[src/rtl/smt_retire_pick.sv]
module smt_retire_pick #(
  parameter int NTHR = 4,
  parameter int SEQW = 16
) (
  input  logic                      clk,
  input  logic                      rst_n,
  input  logic [1:0]                policy,
  input  logic [NTHR-1:0]           thr_active,
  input  logic [NTHR-1:0]           rob_empty,
  input  logic [NTHR-1:0]           head_ready,
  input  logic [NTHR*SEQW-1:0]      head_seq,
  output logic [$clog2(NTHR)-1:0]   pick_idx,
  output logic                      pick_valid
);
  localparam int IDXW = $clog2(NTHR);

  logic [IDXW-1:0] prio_q [NTHR];
  logic [NTHR-1:0] elig;
  logic [IDXW:0]   act_cnt;
  logic [IDXW-1:0] solo_idx;
  logic            rr_hit, od_hit;
  logic [IDXW-1:0] rr_idx, rr_pos, od_idx;
  logic [SEQW-1:0] od_seq;
  logic            use_oldest, rr_grant;

  assign elig       = thr_active & ~rob_empty & head_ready;
  assign use_oldest = (policy == 2'd2);

  always_comb begin
    act_cnt  = '0;
    solo_idx = '0;
    for (int t = NTHR - 1; t >= 0; t--) begin
      act_cnt = act_cnt + {{IDXW{1'b0}}, thr_active[t]};
      if (thr_active[t]) solo_idx = IDXW'(t);
    end
  end

  always_comb begin
    rr_hit = 1'b0;
    rr_idx = '0;
    rr_pos = '0;
    for (int p = 0; p < NTHR; p++) begin
      if (!rr_hit && elig[prio_q[p]]) begin
        rr_hit = 1'b1;
        rr_idx = prio_q[p];
        rr_pos = IDXW'(p);
      end
    end
  end

  always_comb begin
    od_hit = 1'b0;
    od_idx = '0;
    od_seq = '1;
    for (int t = 0; t < NTHR; t++) begin
      if (elig[t] && (!od_hit || head_seq[t*SEQW +: SEQW] < od_seq)) begin
        od_hit = 1'b1;
        od_idx = IDXW'(t);
        od_seq = head_seq[t*SEQW +: SEQW];
      end
    end
  end

  always_comb begin
    if (act_cnt == '0) begin
      pick_valid = 1'b0;
      pick_idx   = '0;
    end else if (act_cnt == 1) begin
      pick_valid = 1'b1;
      pick_idx   = solo_idx;
    end else if (use_oldest) begin
      pick_valid = od_hit;
      pick_idx   = od_idx;
    end else begin
      pick_valid = rr_hit;
      pick_idx   = rr_idx;
    end
  end

  assign rr_grant = (act_cnt > 1) && !use_oldest && rr_hit;

  always_ff @(posedge clk) begin
    if (!rst_n) begin
      for (int i = 0; i < NTHR; i++) prio_q[i] <= IDXW'(i);
    end else if (rr_grant) begin
      for (int i = 0; i < NTHR - 1; i++)
        if (i >= int'(rr_pos)) prio_q[i] <= prio_q[i+1];
      prio_q[NTHR-1] <= rr_idx;
    end
  end
endmodule

[config.mk]
export PLATFORM = sky130hd
export DESIGN_NAME = smt_retire_pick
export DESIGN_NICKNAME = d
export VERILOG_FILES = /design/src/rtl/smt_retire_pick.sv
export SDC_FILE = /design/constraint.sdc
export NUM_CORES = 1
export LEC_CHECK = 0
export ABC_AREA = 1
export BUFFER_PORTS_ARGS = -buffer_cell sky130_fd_sc_hd__clkbuf_2
export CORE_MARGIN = 2
export CORE_UTILIZATION = 52
export CTS_BUF_LIST = sky130_fd_sc_hd__clkbuf_8
export DETAILED_ROUTE_END_ITERATION = 16
export PLACE_DENSITY = 0.84
export SYNTH_ARGS = -nofsm -noshare
export SYNTH_HDL_FRONTEND = slang
export SYNTH_SLANG_ARGS = --single-unit
[constraint.sdc]
create_clock -name clk -period 9.1 [get_ports clk]
set_clock_uncertainty 0.05 [all_clocks]
set_input_delay 1.82 -clock clk [delete_from_list [all_inputs] [get_ports clk]]
set_output_delay 1.82 -clock clk [all_outputs]
set_load 0.01 [all_outputs]
==> impl_metrics.ini, run 1 <==
[run_status]
status = finished, final reports clean

[sta]
timing.final.crit_share_pct = 93.5
slew_headroom_pct = 54.7
worst_pin_slew_ns = 0.676
rsz0062_at_grt = no
timing.fmax_mhz = 118
drv_slew = 0
min_period_ns = 8.50
setup_viol = 0
hold_viol = 0
tns_ns = 0

[synthesis]
syn_area_sq_um = 2240
synth-edff-count = 8
syn_avg_cell_area_sq_um = 6.03
synthCells = 371
async_flop_share_pct = 0
synth-main-ff-cell = edfxtp_1
ys_types = 26
ys_ff_latch = 8
yosys_warnings = 0
synth_seq_area_share_pct = 10.7
synth_nets = 498

[global_route]
grt_start_max_net_pins = 32
grt_pass1_wl_um = 10200
track_usage_pct = 24.3
antenna_found_initial = 0
top_usage_layer = met2
gr-usage-met2_pct = 44.7
met3_usage_pct = 2.47
grtUsageMet1_pct = 30.6
grt_overflow = 0
grt_pass1_vias = 2522

[clocking]
clk_latency_ns = 0.23
clk_pin_slew_worst_paths_ns = 0.04
cts_buffers = 3
clock-root-buffer = clkbuf_8
cts.sinks = 8
ctsHoldBuffers = 0
cts_tree = yes
cts_buffer_depth = 2
cts.htree.levels = 1
post_cts_buffers = 0

[job]
maxCapViolations = 0

[routing]
routed_via_density = 5.29
ant_nets = 0
first_iter_violations = 108
wl_per_cell_um = 11.7
routed_wl_um = 5870
first_pass_iters = 4
num_vias = 2643
drcViolationCount = 0

[worst_setup_path]
arrival_ns = 6.63
cp-end-kind = primary output
path_max_fanout = 31
r2r_slack_ns = 6.82
cp_slowest_cell = ha_1
critPathLaunchType = input pin
cp.required_ns = 7.23
cp_common_cell = nand2_1
critPathMaxStageDelay_ns = 0.30
critPathKind = in2out

[power]
p_seq_share_pct = 22.4
comb_power_share_pct = 59.7
internal-power_w = 0.000132
p_switching_w = 0.000100
ir_drop_mv = 0.0954
power_density_nw_per_um2 = 83.7
total_leakage_power_nw = 1.57
clockPowerShare_pct = 17.9
p_sw_share_pct = 43.1
total_power_w = 0.000232

[cells_and_area]
drive_above_1_share_pct = 22.7
fillers = 384
multi_input_area_sq_um = 1830
layout.nets = 579
mostFrequentLayoutCells = 109 x nand2_1, 82 x clkbuf_2, 46 x ha_1, 44 x inv_1, 40 x nor2_1
final_common_cell = nand2_1
top_regs = prio_q (8)
area_growth_pct = 23.9
largest_register_ff_count = 8
top_register = prio_q
antennaDiodeCount = 0
area.sequential_sq_um = 240

[place]
portBuffers = 82
dp_hpwl_um = 5210
place_congestion = 0.939

[die]
initial_utilization_pct = 55.2
core_area_sq_um = 4060
dieWidth_um = 69.6
die_h_um = 69.6
rows = 23
ioPinCount = 83
die_area_sq_um = 4850

[worst_hold_path]
min_path_type = reg2reg
[logic make-up (layout without fill, tap and decap cells)]
group,after synthesis,after routing,share of synthesized area [%]
compound gates,80,80,19.9
fa+ha+maj,47,47,26.6
simple gates,181,181,33.5
flops,8,8,10.7
buf+inv,55,134,9.22
[cell usage after synthesis, drive strengths merged (3+ instances only)]
cell type,n,area [sq um]
nor2,41,161
edfxtp,8,240
nand3,14,80.1
clkbuf,7,26.3
nand4,3,18.8
a211oi,7,52.6
a21oi,24,124
nand2,114,440
inv,47,176
o21ai,41,205
ha,46,576
nor3,9,50.1
[final timing paths]
| check | from | to | cells after the start |
|---|---|---|---|
| setup / recovery | rob_empty[0] | pick_idx[1] | 38 |
| hold / removal | prio_q[1][1]$_SDFFCE_PN0P_ | prio_q[0][1]$_SDFFCE_PN0P_ | 2 |
| setup reg to reg | prio_q[1][0]$_SDFFCE_PN1P_ | prio_q[0][0]$_SDFFCE_PN0P_ | 16 |
| hold reg to reg | prio_q[1][1]$_SDFFCE_PN0P_ | prio_q[0][1]$_SDFFCE_PN0P_ | 2 |
[final cells by class]
type	instances	area share, %
multi-input cells	308	66.0
repair buffers	83	15.1
flip-flops and latches	8	8.66
inverters	48	6.50
well taps	50	2.26
clock buffers	3	1.49
[power by group through the flow]
| stage | logic (W) | registers [W] | clock network, W |
|---|---|---|---|
| finish | 0.000139 | 0.0000521 | 0.0000416 |
| detailed placement | 0.000135 | 0.0000524 | 0 |
| floorplan | 0.0000893 | 0.0000514 | 0 |
| CTS | 0.000137 | 0.0000519 | 0.0000418 |
| global placement | 0.000131 | 0.0000523 | 0 |
| global route | 0.000160 | 0.0000524 | 0.0000443 |
[critical path: cells and delay by family]
family                   cells  cell delay [ns]
AO/OA/AOI/OAI               10             1.51
adder cells (fa/ha/maj)      3             0.86
buffers and inverters        6             0.63
AND/OR/NAND/NOR             19             1.79
[per-stage QoR]
stage | worst slack [ns] | util, % | instances | instance area (sq um) | hold slack [ns]
global placement | 0.507 | 66.4 | 497 | 2690 | 0.508
CTS | 0.0876 | 67.4 | 500 | 2730 | 0.523
detailed placement | 0.0933 | 66.4 | 497 | 2690 | 0.513
global route | 0.0386 | 68.3 | 500 | 2770 | 0.560
floorplan | 1.06 | - | 371 | 2240 | 0.489
finish | 0.596 | 68.3 | 500 | 2770 | 0.518
[layer usage]
layer | wire [um] | part of all wire [%] | vias up
met5 | 0 | 0 | -
met4 | 97 | 1.7 | 0
met3 | 347 | 5.9 | 12
met2 | 2830 | 48 | 84
met1 | 2600 | 44 | 1135
li1 | - | - | 1412
[repair_timing]
item                       4_1_cts  5_1_grt
setup endpoints to repair        0        2
hold endpoints to repair         0        0
resized for setup                0       11
Power figures use the tool's default switching activity.
==> inputs of run 2 (changes only) <==
==> constraint.sdc (replaced) <==
create_clock -name clk -period 9.6 [get_ports clk]
set_clock_uncertainty 0.05 [all_clocks]
set_input_delay 1.92 -clock clk [delete_from_list [all_inputs] [get_ports clk]]
set_output_delay 1.92 -clock clk [all_outputs]
set_load 0.01 [all_outputs]
==> run 2 against run 1 <==
  * Critical path depth down 2
  * Register-to-register slack better by 0.46 ns
  * Largest power group unchanged
  * Worst hold slack better by 0.018 ns
  * Flip-flop and latch count unchanged
  * Utilization down 0.71 points
==> impl_metrics.ini, run 2 (same netlist as run 1, synthesis figures left out) <==
[run_status]
status = finished, final reports clean

[worst_setup_path]
cp.required_ns = 7.63
critPathLaunchType = input pin
cp_common_cell = nand2_1
critPathMaxStageDelay_ns = 0.32
arrival_ns = 6.78
cp_slowest_cell = o21ai_0
path_max_fanout = 31
cp_top_family = compound AO/OA/AOI/OAI gates
cp-end-kind = primary output
path_buf_inv = 3
critPathKind = in2out

[sta]
slew_headroom_pct = 62.8
timing.hold.ws_ns = 0.536
timing.fmax_mhz = 114
timing.final.crit_share_pct = 91.2
setup_viol = 0
drv_slew = 0
rsz0062_at_grt = no
worst_pin_slew_ns = 0.555
tns_ns = 0
min_period_ns = 8.75
hold_viol = 0

[clocking]
cts_buffer_depth = 2
cts-resized-gates = 0
cts_tree = yes
cts.htree.levels = 1
cts_buffers = 3
cts.sinks = 8
clk_pin_slew_worst_paths_ns = 0.04
clock-root-buffer = clkbuf_8
post_cts_buffers = 0
ctsHoldBuffers = 0
clk_latency_ns = 0.22

[routing]
ant_nets = 0
wl_per_cell_um = 11.4
num_vias = 2592
drcViolationCount = 0
routed_via_density = 5.19
first_iter_violations = 106
first_pass_iters = 4
routed_wl_um = 5690

[worst_hold_path]
min_path_type = reg2reg

[die]
rows = 23
die_area_sq_um = 4850
dieWidth_um = 69.6
die_h_um = 69.6
core_area_sq_um = 4060
initial_utilization_pct = 55.2
ioPinCount = 83

[global_route]
grt_pass1_vias = 2449
grt_overflow = 0
grt_start_max_net_pins = 32
grt_pass1_wl_um = 9960
track_usage_pct = 24.3
antenna_found_initial = 0

[power]
ir_drop_mv = 0.107
total_leakage_power_nw = 1.56
power_density_nw_per_um2 = 79.6

[cells_and_area]
drive_above_1_share_pct = 22.3
top_regs = prio_q (8)
final_common_cell = nand2_1
antennaDiodeCount = 0
mostFrequentLayoutCells = 109 x nand2_1, 82 x clkbuf_2, 46 x ha_1, 44 x inv_1, 40 x nor2_1
area_growth_pct = 22.6
final_util_pct = 67.6
top_register = prio_q
largest_register_ff_count = 8
fillers = 378
layout.nets = 578

[place]
dp_hpwl_um = 5030
portBuffers = 82
place_congestion = 0.865

[job]
maxCapViolations = 0
[run 2: layout make-up]
type / count / area [sq um] / share of cell area, %
clock buffers: 3 / 41.3 / 1.50
inverters: 48 / 180 / 6.57
multi-input cells: 308 / 1810 / 65.9
flip-flops and latches: 8 / 240 / 8.76
well taps: 50 / 62.6 / 2.28
repair buffers: 82 / 410 / 15.0
[run 2: routing by layer]
metal | up-vias | global-route usage (%) | share of wire, %
met5 | - | 0 | 0
met2 | 79 | 44.6 | 47
met3 | 11 | 2.47 | 5.8
met4 | 0 | 6.84 | 1.7
li1 | 1404 | - | -
met1 | 1098 | 29.8 | 45
[run 2: power breakdown]
| group | switching, W | internal (W) |
|---|---|---|
| sequential | 0.00000292 | 0.0000461 |
| combinational | 0.0000788 | 0.0000512 |
| clock | 0.0000123 | 0.0000271 |
| total | 0.0000940 | 0.000124 |
[run 2: through the flow]
step	area [sq um]	setup WS (ns)	instances	total power [W]
after floorplan	2240	1.36	371	0.000133
after global placement	2690	0.645	496	0.000173
after detailed placement	2690	0.363	496	0.000177
after CTS	2730	0.348	499	0.000218
after global routing	2740	0.108	499	0.000243
final	2740	0.850	499	0.000218
[run 2: tightest hold or removal path, delay by kind of cell (launching register included)]
kind                   cells  cell delay (ns)
buffers and inverters      1             0.05
DFF                        1             0.31
and+or+nand+nor            1             0.10
[run 2: final timing paths]
kind,slack (ns),end,cells after the start,start
min reg2reg,0.54,prio_q[0][1]$_SDFFCE_PN0P_,2,prio_q[1][1]$_SDFFCE_PN0P_
min,0.54,prio_q[0][1]$_SDFFCE_PN0P_,2,prio_q[1][1]$_SDFFCE_PN0P_
max reg2reg,7.28,prio_q[0][1]$_SDFFCE_PN0P_,16,prio_q[1][0]$_SDFFCE_PN1P_
max,0.85,pick_idx[1],36,rob_empty[0]
==> inputs of run 3 (changes only) <==
==> constraint.sdc (replaced) <==
create_clock -name clk -period 8.11 [get_ports clk]
set_clock_uncertainty 0.05 [all_clocks]
set_input_delay 0.4055 -clock clk [delete_from_list [all_inputs] [get_ports clk]]
set_output_delay 0.4055 -clock clk [all_outputs]
set_load 0.01 [all_outputs]
==> run 3 against run 2 <==
  * Worst hold slack worse by 0.050 ns
  * Final cell count stayed put
  * Sequential power is 19% higher
  * Register-to-register slack worse by 1.5 ns
  * Critical path depth is 2 lower
  * Setup slack better by 1.1 ns
  * Die area stayed put
  * Total power is 18% higher
  * Flip-flop and latch count stayed put
==> impl_metrics.ini, run 3 (same netlist as run 1, synthesis figures left out) <==
[job]
maxCapViolations = 0

[power]
total_power_w = 0.000259
ir_drop_mv = 0.127
power_density_nw_per_um2 = 94.9
total_leakage_power_nw = 1.56

[cells_and_area]
antennaDiodeCount = 0
drive_above_1_share_pct = 22.3
top_register = prio_q
final_common_cell = nand2_1
largest_register_ff_count = 8
area_growth_pct = 21.8
top_regs = prio_q (8)
mostFrequentLayoutCells = 109 x nand2_1, 82 x clkbuf_2, 46 x ha_1, 44 x inv_1, 40 x nor2_1
layout.nets = 578

[worst_setup_path]
worstReg2RegEnd = prio_q[0][1]$_SDFFCE_PN0P_
cp-end-kind = primary output
path_max_fanout = 31
cp.required_ns = 7.65
critPathMaxStageDelay_ns = 0.34
r2r_slack_ns = 5.75
cp_slowest_cell = o21ai_0
cp-endpoint = pick_idx[1]
critPathLaunchType = input pin
arrival_ns = 5.71
critPathKind = in2out
r2r_cells = 16
cp_common_cell = nand2_1
startpoint = thr_active[0]
r2r-start = prio_q[1][0]$_SDFFCE_PN1P_

[die]
dieWidth_um = 69.6
core_area_sq_um = 4060
die_area_sq_um = 4850
rows = 23
initial_utilization_pct = 55.2
ioPinCount = 83
die_h_um = 69.6

[clocking]
ctsHoldBuffers = 0
clk_pin_slew_worst_paths_ns = 0.04
cts-resized-gates = 0
cts_buffer_depth = 2
cts_buffers = 3
post_cts_buffers = 0
clock-root-buffer = clkbuf_8
clk_latency_ns = 0.22
cts.htree.levels = 1
cts_tree = yes
cts.sinks = 8

[routing]
routed_via_density = 5.26
ant_nets = 0
wl_per_cell_um = 11.6
drcViolationCount = 0
routed_wl_um = 5770
first_iter_violations = 95
first_pass_iters = 4
num_vias = 2627

[global_route]
grt_pass1_vias = 2601
grt_pass1_wl_um = 10400
track_usage_pct = 25.0
grt_start_max_net_pins = 32
antenna_found_initial = 0
grt_overflow = 0

[place]
dp_hpwl_um = 5090
place_congestion = 0.865
portBuffers = 82

[sta]
timing.fmax_mhz = 162
hold_viol = 0
tns_ns = 0
timing.final.crit_share_pct = 76.0
worst_pin_slew_ns = 0.495
slew_headroom_pct = 66.8
setup_viol = 0
rsz0062_at_grt = no
min_period_ns = 6.16
drv_slew = 0

[worst_hold_path]
min_path_type = in2reg

[run_status]
status = finished, final reports clean
-- run 3: power breakdown --
| group | switching, W | leakage, nW | internal (W) |
|---|---|---|---|
| Combinational | 0.0000932 | 1.47 | 0.0000605 |
| Sequential | 0.00000371 | 0.0735 | 0.0000546 |
| Clock | 0.0000146 | 0.0216 | 0.0000321 |
| Total | 0.000111 | 1.56 | 0.000147 |
-- run 3: layout make-up --
type	instances	area, sq um
multi-input combinational	308	1790
fill	376	1330
timing repair buffer	82	410
sequential	8	240
inverter	48	180
tap	50	62.6
clock buffer	3	41.3
-- run 3: worst min path at each step --
stage	from	end	cells past startpoint
finish	rst_n	prio_q[2][1]$_SDFFCE_PN1P_	2
global route	rst_n	prio_q[2][1]$_SDFFCE_PN1P_	2
CTS	rst_n	prio_q[2][1]$_SDFFCE_PN1P_	2
detailed placement	prio_q[1][1]$_SDFFCE_PN0P_	prio_q[0][1]$_SDFFCE_PN0P_	2
global placement	prio_q[1][1]$_SDFFCE_PN0P_	prio_q[0][1]$_SDFFCE_PN0P_	2
floorplan	prio_q[1][1]$_SDFFCE_PN0P_	prio_q[0][1]$_SDFFCE_PN0P_	2
-- run 3: stage by stage --
step | cells | instance area [sq um] | worst slack (ns) | hold WS, ns | util, %
after global routing | 499 | 2730 | 1.27 | 0.498 | 67.2
after CTS | 499 | 2730 | 1.95 | 0.477 | 67.2
after global placement | 496 | 2690 | 2.18 | 0.507 | 66.2
after detailed placement | 496 | 2690 | 1.97 | 0.530 | 66.2
final | 499 | 2730 | 1.95 | 0.487 | 67.2
after floorplan | 371 | 2240 | 2.90 | 0.489 | -
-- run 3: critical path: cells and delay by family --
| family | cells | cell delay (ns) |
|---|---|---|
| buf+inv | 2 | 0.30 |
| compound gates | 11 | 2.16 |
| fa+ha+maj | 3 | 0.84 |
| simple gates | 18 | 1.99 |
-- run 3: metal layers --
layer	track usage [%]	up-vias	part of all wire, %
li1	-	1407	-
met2	45.9	94	47
met3	1.60	17	5.8
met4	8.76	0	2.3
met1	30.5	1109	45
met5	0	-	0
